<file path="src/rtl/cwd_pkg.sv">
package cwd_pkg;

    localparam int DEF_NUM_WIN   = 20;
    localparam int DEF_NUM_REMAP = 8;
    localparam int DEF_HOLE      = 16;
    localparam int PA_W          = 36;

    typedef struct packed {
        logic [15:0] size_m1;
        logic [7:0]  attr;
        logic [3:0]  target;
        logic        en;
    } win_ctrl_t;

    typedef struct packed {
        logic [3:0]  hi;
        logic [15:0] lo;
    } win_addr_t;

    // Byte offset of the first word of window w; w == nw gives the status offset.
    function automatic int win_offset(int w, int nr, int hole);
        if (w < nr) return w * 16;
        return nr * 16 + hole + (w - nr) * 8;
    endfunction

endpackage

</file>
<file path="src/rtl/cwd_regfile.sv">
module cwd_regfile
    import cwd_pkg::*;
#(
    parameter int NW   = DEF_NUM_WIN,
    parameter int NR   = DEF_NUM_REMAP,
    parameter int HOLE = DEF_HOLE,
    parameter int AW   = 8
) (
    input  logic            clk,
    input  logic            rst_n,
    input  logic [AW-1:0]   reg_addr,
    input  logic            reg_wen,
    input  logic [31:0]     reg_wdata,
    input  logic [NW-1:0]   inval_vec,
    output logic [31:0]     reg_rdata,
    output win_ctrl_t       ctrl_q  [NW],
    output win_addr_t       base_q  [NW],
    output win_addr_t       remap_q [NR]
);
    localparam int STATUS_WORD = win_offset(NW, NR, HOLE) / 4;

    logic [31:0] widx;
    assign widx = 32'(reg_addr[AW-1:2]);

    always_ff @(posedge clk) begin
        if (!rst_n) begin
            for (int w = 0; w < NW; w++) begin
                ctrl_q[w] <= '0;
                base_q[w] <= '0;
            end
            for (int w = 0; w < NR; w++) remap_q[w] <= '0;
        end else if (reg_wen) begin
            for (int w = 0; w < NW; w++) begin
                if (widx == 32'(win_offset(w, NR, HOLE) / 4))
                    ctrl_q[w] <= '{size_m1: reg_wdata[31:16], attr: reg_wdata[15:8],
                                   target: reg_wdata[7:4], en: reg_wdata[0]};
                if (widx == 32'(win_offset(w, NR, HOLE) / 4 + 1))
                    base_q[w] <= '{hi: reg_wdata[3:0], lo: reg_wdata[31:16]};
            end
            for (int w = 0; w < NR; w++) begin
                if (widx == 32'(win_offset(w, NR, HOLE) / 4 + 2))
                    remap_q[w].lo <= reg_wdata[31:16];
                if (widx == 32'(win_offset(w, NR, HOLE) / 4 + 3))
                    remap_q[w].hi <= reg_wdata[3:0];
            end
        end
    end

    always_comb begin
        reg_rdata = '0;
        for (int w = 0; w < NW; w++) begin
            if (widx == 32'(win_offset(w, NR, HOLE) / 4))
                reg_rdata = {ctrl_q[w].size_m1, ctrl_q[w].attr, ctrl_q[w].target, 3'b000, ctrl_q[w].en};
            if (widx == 32'(win_offset(w, NR, HOLE) / 4 + 1))
                reg_rdata = {base_q[w].lo, 12'h000, base_q[w].hi};
        end
        for (int w = 0; w < NR; w++) begin
            if (widx == 32'(win_offset(w, NR, HOLE) / 4 + 2))
                reg_rdata = {remap_q[w].lo, 16'h0000};
            if (widx == 32'(win_offset(w, NR, HOLE) / 4 + 3))
                reg_rdata = {28'h0000000, remap_q[w].hi};
        end
        if (widx == 32'(STATUS_WORD))
            reg_rdata = 32'(inval_vec);
    end

endmodule

</file>
<file path="src/rtl/cwd_match.sv">
module cwd_match
    import cwd_pkg::*;
(
    input  win_ctrl_t        ctrl,
    input  win_addr_t        base,
    input  logic [PA_W-1:0]  addr,
    output logic             hit,
    output logic             invalid
);
    logic [16:0] size_p1;
    logic        not_pow2;
    logic        misaligned;

    assign size_p1    = {1'b0, ctrl.size_m1} + 17'd1;
    assign not_pow2   = (size_p1 & {1'b0, ctrl.size_m1}) != 17'd0;
    assign misaligned = (base.lo & ctrl.size_m1) != 16'h0000;

    assign hit     = ctrl.en && (addr[35:32] == base.hi)
                     && (((addr[31:16] ^ base.lo) & ~ctrl.size_m1) == 16'h0000);
    assign invalid = ctrl.en && (not_pow2 || misaligned);

endmodule

</file>
<file path="src/rtl/cwd_select.sv">
module cwd_select
    import cwd_pkg::*;
#(
    parameter int NW = DEF_NUM_WIN,
    parameter int NR = DEF_NUM_REMAP,
    parameter int WW = 5
) (
    input  logic             clk,
    input  logic             rst_n,
    input  logic             lk_req,
    input  logic [PA_W-1:0]  lk_addr,
    input  logic [NW-1:0]    hit_vec,
    input  win_ctrl_t        ctrl_q  [NW],
    input  win_addr_t        remap_q [NR],
    output logic             lk_rsp_valid,
    output logic             lk_hit,
    output logic [3:0]       lk_target,
    output logic [7:0]       lk_attr,
    output logic [WW-1:0]    lk_win,
    output logic             lk_overlap,
    output logic [PA_W-1:0]  lk_addr_out
);
    typedef struct packed {
        logic            hit;
        logic [3:0]      target;
        logic [7:0]      attr;
        logic [WW-1:0]   win;
        logic            overlap;
        logic [PA_W-1:0] addr;
    } result_t;

    logic [PA_W-1:0] xl_addr [NW];
    result_t nx_res;
    result_t res_q;

    for (genvar w = 0; w < NW; w++) begin : g_xl
        if (w < NR) begin : g_remap
            assign xl_addr[w] = {remap_q[w].hi,
                                 (remap_q[w].lo & ~ctrl_q[w].size_m1) | (lk_addr[31:16] & ctrl_q[w].size_m1),
                                 lk_addr[15:0]};
        end else begin : g_pass
            assign xl_addr[w] = lk_addr;
        end
    end

    always_comb begin
        nx_res         = '0;
        nx_res.addr    = lk_addr;
        nx_res.overlap = $countones(hit_vec) > 1;
        for (int w = NW - 1; w >= 0; w--) begin
            if (hit_vec[w]) begin
                nx_res.hit    = 1'b1;
                nx_res.win    = w[WW-1:0];
                nx_res.target = ctrl_q[w].target;
                nx_res.attr   = ctrl_q[w].attr;
                nx_res.addr   = xl_addr[w];
            end
        end
    end

    always_ff @(posedge clk) begin
        if (!rst_n) begin
            lk_rsp_valid <= 1'b0;
            res_q        <= '0;
        end else begin
            lk_rsp_valid <= lk_req;
            if (lk_req) res_q <= nx_res;
        end
    end

    assign lk_hit      = res_q.hit;
    assign lk_target   = res_q.target;
    assign lk_attr     = res_q.attr;
    assign lk_win      = res_q.win;
    assign lk_overlap  = res_q.overlap;
    assign lk_addr_out = res_q.addr;

endmodule

</file>
<file path="src/rtl/cpu_win_decoder.sv">
module cpu_win_decoder
    import cwd_pkg::*;
#(
    parameter int NUM_WIN   = DEF_NUM_WIN,
    parameter int NUM_REMAP = DEF_NUM_REMAP,
    parameter int HOLE      = DEF_HOLE,
    parameter int REG_AW    = $clog2(win_offset(NUM_WIN, NUM_REMAP, HOLE) + 4),
    parameter int WIN_W     = $clog2(NUM_WIN)
) (
    input  logic              clk,
    input  logic              rst_n,
    input  logic [REG_AW-1:0] reg_addr,
    input  logic              reg_wen,
    input  logic [31:0]       reg_wdata,
    output logic [31:0]       reg_rdata,
    input  logic              lk_req,
    input  logic [PA_W-1:0]   lk_addr,
    output logic              lk_rsp_valid,
    output logic              lk_hit,
    output logic [3:0]        lk_target,
    output logic [7:0]        lk_attr,
    output logic [WIN_W-1:0]  lk_win,
    output logic              lk_overlap,
    output logic [PA_W-1:0]   lk_addr_out
);
    win_ctrl_t          ctrl_q  [NUM_WIN];
    win_addr_t          base_q  [NUM_WIN];
    win_addr_t          remap_q [NUM_REMAP];
    logic [NUM_WIN-1:0] hit_vec;
    logic [NUM_WIN-1:0] inval_vec;
    logic [NUM_WIN-1:0] en_vec;

    cwd_regfile #(.NW(NUM_WIN), .NR(NUM_REMAP), .HOLE(HOLE), .AW(REG_AW)) u_regs (
        .clk       (clk),
        .rst_n     (rst_n),
        .reg_addr  (reg_addr),
        .reg_wen   (reg_wen),
        .reg_wdata (reg_wdata),
        .inval_vec (inval_vec),
        .reg_rdata (reg_rdata),
        .ctrl_q    (ctrl_q),
        .base_q    (base_q),
        .remap_q   (remap_q)
    );

    for (genvar w = 0; w < NUM_WIN; w++) begin : g_win
        cwd_match u_match (
            .ctrl    (ctrl_q[w]),
            .base    (base_q[w]),
            .addr    (lk_addr),
            .hit     (hit_vec[w]),
            .invalid (inval_vec[w])
        );
        assign en_vec[w] = ctrl_q[w].en;
    end

    cwd_select #(.NW(NUM_WIN), .NR(NUM_REMAP), .WW(WIN_W)) u_sel (
        .clk          (clk),
        .rst_n        (rst_n),
        .lk_req       (lk_req),
        .lk_addr      (lk_addr),
        .hit_vec      (hit_vec),
        .ctrl_q       (ctrl_q),
        .remap_q      (remap_q),
        .lk_rsp_valid (lk_rsp_valid),
        .lk_hit       (lk_hit),
        .lk_target    (lk_target),
        .lk_attr      (lk_attr),
        .lk_win       (lk_win),
        .lk_overlap   (lk_overlap),
        .lk_addr_out  (lk_addr_out)
    );

endmodule

</file>
<file path="config.mk">
export PLATFORM = sky130hd
export DESIGN_NAME = cpu_win_decoder
export DESIGN_NICKNAME = d
export VERILOG_FILES = /design/src/rtl/cwd_pkg.sv /design/src/rtl/cwd_regfile.sv /design/src/rtl/cwd_match.sv /design/src/rtl/cwd_select.sv /design/src/rtl/cpu_win_decoder.sv
export SDC_FILE = /design/constraint.sdc
export NUM_CORES = 2
export LEC_CHECK = 0
export BUFFER_PORTS_ARGS = -buffer_cell sky130_fd_sc_hd__buf_2
export CORE_UTILIZATION = 25
export DETAILED_ROUTE_END_ITERATION = 16
export PLACE_DENSITY = 0.4
export SETUP_SLACK_MARGIN = 0.15
export SLEW_MARGIN = 20
export SYNTH_ARGS = -nofsm -noshare
export SYNTH_HDL_FRONTEND = slang
export SYNTH_HIERARCHICAL = 1
export SYNTH_SLANG_ARGS = --single-unit
</file>
<file path="constraint.sdc">
create_clock -name clk -period 6.5 [get_ports clk]
set_input_delay 0.325 -clock clk [delete_from_list [all_inputs] [get_ports clk]]
set_output_delay 0.325 -clock clk [all_outputs]
set_load 0.05 [all_outputs]
</file>
==> Word level (Yosys, flattened, before mapping) <==
Cells that the tools add are included.
{ "totals": {"register_bits": 1196, "latch_bits": 0, "ramBits": 0, "romBits": 0, "in_bits": 80, "mem_count": 0} }
{ "op_classes": {"add_sub_neg": 71, "mul": 0, "div": 0, "magnitude_cmp": 1, "n_eq_ne": 108, "shift": 0, "muxes": 111, "bitwise_logic": 132, "reduce_logical": 205} }
{ "ops": {"columns": ["operator", "n"], "rows": [
  ["$mux 32", 73],
  ["$eq 6x32->1", 32],
  ["$and 16x16->16", 56],
  ["$add 32x3->32 const B", 16],
  ["$mux 18", 20],
  ["$add 16x1->17 const B", 20],
  ["$and 17x16->17", 20],
  ["$reduce_bool 17->1", 20],
  ["$logic_not 16->1", 20],
  ["$not 16->16", 20],
  ["$reduce_bool 16->1", 20],
  ["$xor 16x16->16", 20],
  ["$add 32x32->32", 9],
  ["$mux 36", 8],
  ["$add 32x1->32", 8],
  ["$add 32x2->32 const B", 8],
  ["$eq 6x6->1 const B", 25],
  ["$or 16x16->16", 8],
  ["$reduce_and 2->1", 56],
  ["$eq 6x5->1 const B", 16],
  ["$eq 4x4->1", 20],
  ["$logic_and 1x1->1", 60],
  ["$eq 6x4->1 const B", 8],
  ["$gt 32x2->1 const B", 1],
  ["other kinds (12)", 64]
]} }

==> Depth between registers and ports, before layout <==
{ "depth": {"depth_word": 58, "mapped_depth": 20, "ltp_nobuf": 19} }

==> Modules after synthesis <==
The synthesis kept the hierarchy.
{ "by_module_without_submodules": {"columns": ["mod", "instances", "cells_each", "area_per_inst_um2", "seq_area_each_um2"], "rows": [
  ["cwd_regfile", 1, 6516, 51426.8, 22821.9],
  ["cwd_match", 20, 65, 466.7, 0.0],
  ["cwd_select", 1, 901, 7133.1, 1121.1]
]} }

==> Least setup slack after synthesis <==
Ideal clock, no wire load.
{ "synth_path": {"path_type": "register -> register", "startpoint": "register u_regs/base_q[69] (netlist name)", "endpoint": "register u_sel.res_q, in the netlist u_sel/lk_overlap", "setup_time_ns": 0.145, "arrival_time_ns": 4.784, "path_slack_ns": 1.571, "stages_incl_launch_ff": 21, "n_path_buf": 1, "cell_sequence": "dfxtp_1 xnor2_1 o22ai_1 nor4_1 and4_1 inv_1 clkbuf_1 fa_1 inv_1 ha_1 fa_1 inv_1 fa_1 fa_1 inv_1 ha_1 inv_1 fa_1 a211oi_1 mux2_2 a41oi_1"} }
{ "synth_via": {"elab_chain_len": 8} }
{ "synth_lines": {"columns": ["element", "line_no", "text"], "rows": [
  ["$xor 16x16->16", "cwd_match.sv:19", "&& (((addr[31:16] ^ base.lo) & ~ctrl.size_m1) == 16'h0000);"],
  ["$and 16x16->16", "cwd_match.sv:19", null],
  ["$logic_not 16->1", "cwd_match.sv:19", null],
  ["$logic_and 1x1->1", "cwd_match.sv:19", null],
  ["net hit_vec[16]", "cpu_win_decoder.sv:29", "logic [NUM_WIN-1:0] hit_vec;"],
  ["$add 1x1->2 (not written as such)", "cwd_select.sv:49", "nx_res.overlap = $countones(hit_vec) > 1;"],
  ["$add 32x32->32 (not written as such) (2 in series)", "cwd_select.sv:49", null],
  ["$gt 32x2->1", "cwd_select.sv:49", null],
  ["end signal, assigned", "cwd_select.sv:67", "if (lk_req) res_q <= nx_res;"],
  ["end, declared", "cwd_select.sv:34", "result_t res_q;"]
]} }
The timed path passes the listed nets, and every way through them passes these cells.
A chain may end at the register's enable or synchronous reset.

==> Worst setup path in the final report <==
{ "layout_path": {"startpoint": "register u_regs/base_q[14] (netlist name)", "endpoint": "register u_sel.res_q, in the netlist u_sel/lk_overlap"} }
{ "layout_via": {"elab_chain_len": 8} }
{ "layout_lines": {"columns": ["element", "line_no"], "rows": [
  ["$xor 16x16->16", "cwd_match.sv:19"],
  ["$and 16x16->16", "cwd_match.sv:19"],
  ["$logic_not 16->1", "cwd_match.sv:19"],
  ["$logic_and 1x1->1", "cwd_match.sv:19"],
  ["net hit_vec[19]", "cpu_win_decoder.sv:29"],
  ["$add 1x1->2 (not written as such)", "cwd_select.sv:49"],
  ["$add 32x32->32 (not written as such) (2 in series)", "cwd_select.sv:49"],
  ["$gt 32x2->1", "cwd_select.sv:49"]
]} }
The timed path passes the listed nets, and every way through them passes these cells.

==> flow_summary.toml <==
[placed_design]
dp_hpwl_um = 334800
io_buffers = 165
post-place-cells = 12120
routabilityCongestion = 1.020

[route]
ant_nets = 0
route.detailed.drc = 0
vias = 74270
firstDrtPassIters = 10
wirelength_um = 456500
route.detailed.wl_per_inst_um = 36.62
vias_per_cell = 5.958
drt_iter0_drc = 10950

[logic_synthesis]
syn_area_um2 = 67890
netlist.area_leader.share_pct = 35.27
yosys_register_bits = 1196
synth_nets = 8823
synthArstFlopShare_pct = 0
synth_area_leader_cell = "dfxtp_1"
syn_inst = 8717
synth_edf_count = 0
synth_top_flop_cell = "dfxtp_1"
seq_area_frac_synth_pct = 35.27
yosys_warnings = 6
synth_top_cells_by_area = "dfxtp_1, nand2_1, a21boi_0"
syn_avg_cell_area_um2 = 7.789
ys_types = 94

[layout]
drive_gt1_share_pct = 11.70
nNetsFinal = 8890
final_cells = 12470
n_fill_cell = 28820
syn_to_final_growth_pct = 17.06

[worst_setup_path]
crit_start = "u_regs/base_q[14]"
crit_path_end_kind = "flip-flop"
worstReg2RegEnd = "u_sel/lk_overlap"
setup.worst_path.end = "u_sel/lk_overlap"
start_kind = "flip-flop"
r2r_slack_ps = 880
cp_data_required_time_ps = 7210
arrival_ps = 6330
cp_max_fo = 5
reg2reg_depth = 19
rr_startpoint = "u_regs/base_q[14]"
crit_type = "reg -> reg"

[floorplan]
dieArea_um2 = 273700
ioPinCount = 168
initial_utilization_pct = 25.23
dieWidth_um = 523.1
fp-row-count = 190
core_area_um2 = 269100
fp.dieH_um = 523.1

[flow_run]
cap_viol_max_count = 0

[sta]
hold_viol = 0
rsz0062_at_grt = "false"
period_minus_slack_ps = 5624
fin_tns_setup_ps = 0
tightest_slew_ps = 1368
setup_viol = 0
drv_slew = 0
max_freq_mhz = 177.8
max_slew_margin_pct = 8.799
fin_skew_ps = 48.29
finalCritPeriodShare_pct = 86.52

[clock_network]
cts.sinks = 1196
cts-buffers-inserted = 154
clockBufferDepth = 3
cts_tree = "done"
clkTransAtPathRegs_ps = 60
clkLatencyLatePin_ps = 880
cts_htree_levels = 4
cts-root-buf = "clkbuf_16"

[pwr]
powerDensity_nw_per_um2 = 231.8
peakVddDrop_uv = 267.4
p_leak_nw = 24.97

[grt]
grt_pass1_wl_um = 609000
antenna_found_initial = 40
grt_use_total_pct = 32.13
grt_max_degree = 218
grt_overflow = 0
grt_pass1_vias = 67380

[min_path]
hp-class = "in -> reg"

[run_status]
status = "completed"
-- report_power, final --
group	switching [mW]	total, mW	internal, mW
Clock	3.78	9.11	5.33
Combinational	1.36	1.86	0.501
Sequential	0.0737	7.45	7.38
-- kinds of logic (layout without fill, tap and decap cells) --
family	after synthesis	in the layout	share of synthesized area, %
muxes	167	167	2.586
AOI/OAI and AO/OA	2737	2737	29.96
and+or+nand+nor	3406	3406	21.67
DFF	1196	1196	35.27
buffers and inverters	784	965	4.729
adders and majority gates	26	26	0.6229
xor gates and xnor gates	401	401	5.173
other	0	16	0
-- how the worst min path moves through the flow --
stage          cells after the start               start  slack, ps                 end
2_1_floorplan                      2  u_regs/remap_q[34]        440  u_regs/remap_q[34]
3_3_place_gp                       2  u_regs/remap_q[67]        460  u_regs/remap_q[67]
3_5_place_dp                       2  u_regs/remap_q[69]        470  u_regs/remap_q[69]
4_1_cts                            3       reg_wdata[29]          4   u_regs/base_q[13]
5_1_grt                            3       reg_wdata[29]         40   u_regs/ctrl_q[55]
6_report                           3       reg_wdata[29]         30   u_regs/ctrl_q[55]
-- state kept, by name, indices dropped and copies added (netlist names), 4 cells and up --
| register | cells |
|---|---|
| u_sel/lk_attr | 8 |
| u_sel/lk_addr_out | 36 |
| u_sel/lk_win | 5 |
| u_regs/base_q | 400 |
| u_sel/lk_target | 4 |
| u_regs/remap_q | 160 |
| u_regs/ctrl_q | 580 |
-- critical path: stages, from the launching register on --
cell	delay [ps]
dfxtp_1	440
xnor2_1	160
o22ai_1	100
nor4_1	380
and4_1	600
inv_1	110
fa_1	510
inv_1	50
ha_1	290
fa_1	550
inv_1	60
fa_1	540
fa_1	410
inv_1	60
ha_1	170
inv_1	70
fa_1	440
a211oi_1	230
mux2_2	190
a41oi_1	100
-- metrics by stage --
step                      hold WS, ps  total power, mW  utilization (%)  worst slack [ps]  instance area, um^2
after detailed placement        468.2            9.362            27.36             466.9                73640
after floorplan                 444.7            8.431                -              1571                67890
after global placement          459.4            9.360            27.36             302.2                73640
after CTS                       4.179            18.48            29.51             942.0                79400
after global routing            39.91            18.82            29.52             691.0                79450
final                           27.01            18.42            29.53             876.0                79480
-- area by class of cell --
cell class	instances	area, um^2	share of cell area (%)
timing repair buffer	622	4574	5.755
clock inverter	51	754.5	0.9493
tap	3552	4444	5.592
multi-input combinational	6737	40990	51.57
sequential	1196	23940	30.13
antenna	16	40.04	0.05038
clock buffer	219	4458	5.609
inverter	73	275.3	0.3463
-- synth_stat cells (all sizes together) (60+ instances only) --
library cell	count
o221ai	174
nand4	122
nor3	78
o21ai	185
mux2	67
a222oi	60
nor2b	75
a21oi	234
nand2b	112
a221oi	170
xnor2	401
inv	71
buf	186
a22oi	205
nand2	2445
clkbuf	525
a21boi	1124
nor2	238
dfxtp	1196
nand3	160
o22ai	224
mux2i	100
-- per-layer routing --
| metal | track usage (%) | up-vias | part of all wire [%] |
|---|---|---|---|
| li1 | - | 31330 | - |
| met1 | 42.29 | 37360 | 42 |
| met2 | 48.27 | 4604 | 43 |
| met3 | 7.249 | 959 | 9.6 |
| met4 | 17.85 | 24 | 6.3 |
| met5 | 0 | - | 0.032 |
-- cell usage in the layout (no fill, tap or decap), drive strengths merged, types with 60 or more instances in the layout --
master  count
clkbuf    221
mux2i     100
mux2       67
dfxtp    1196
xnor2     401
a222oi     60
nand2    2445
nand4     122
nand2b    112
o22ai     224
a21boi   1124
nor2      238
o221ai    174
a21oi     234
buf       565
nor3       78
a22oi     205
o21ai     185
inv        75
nor2b      75
a221oi    170
nand3     160
-- timing repair --
| action | 4_1_cts | 5_1_grt |
|---|---|---|
| buffers inserted | 0 | 0 |
| hold buffers | 55 | 0 |
| hold endpoints to repair | 398 | 0 |
| gates resized for setup | 0 | 0 |
Power figures use the tool's default switching activity.
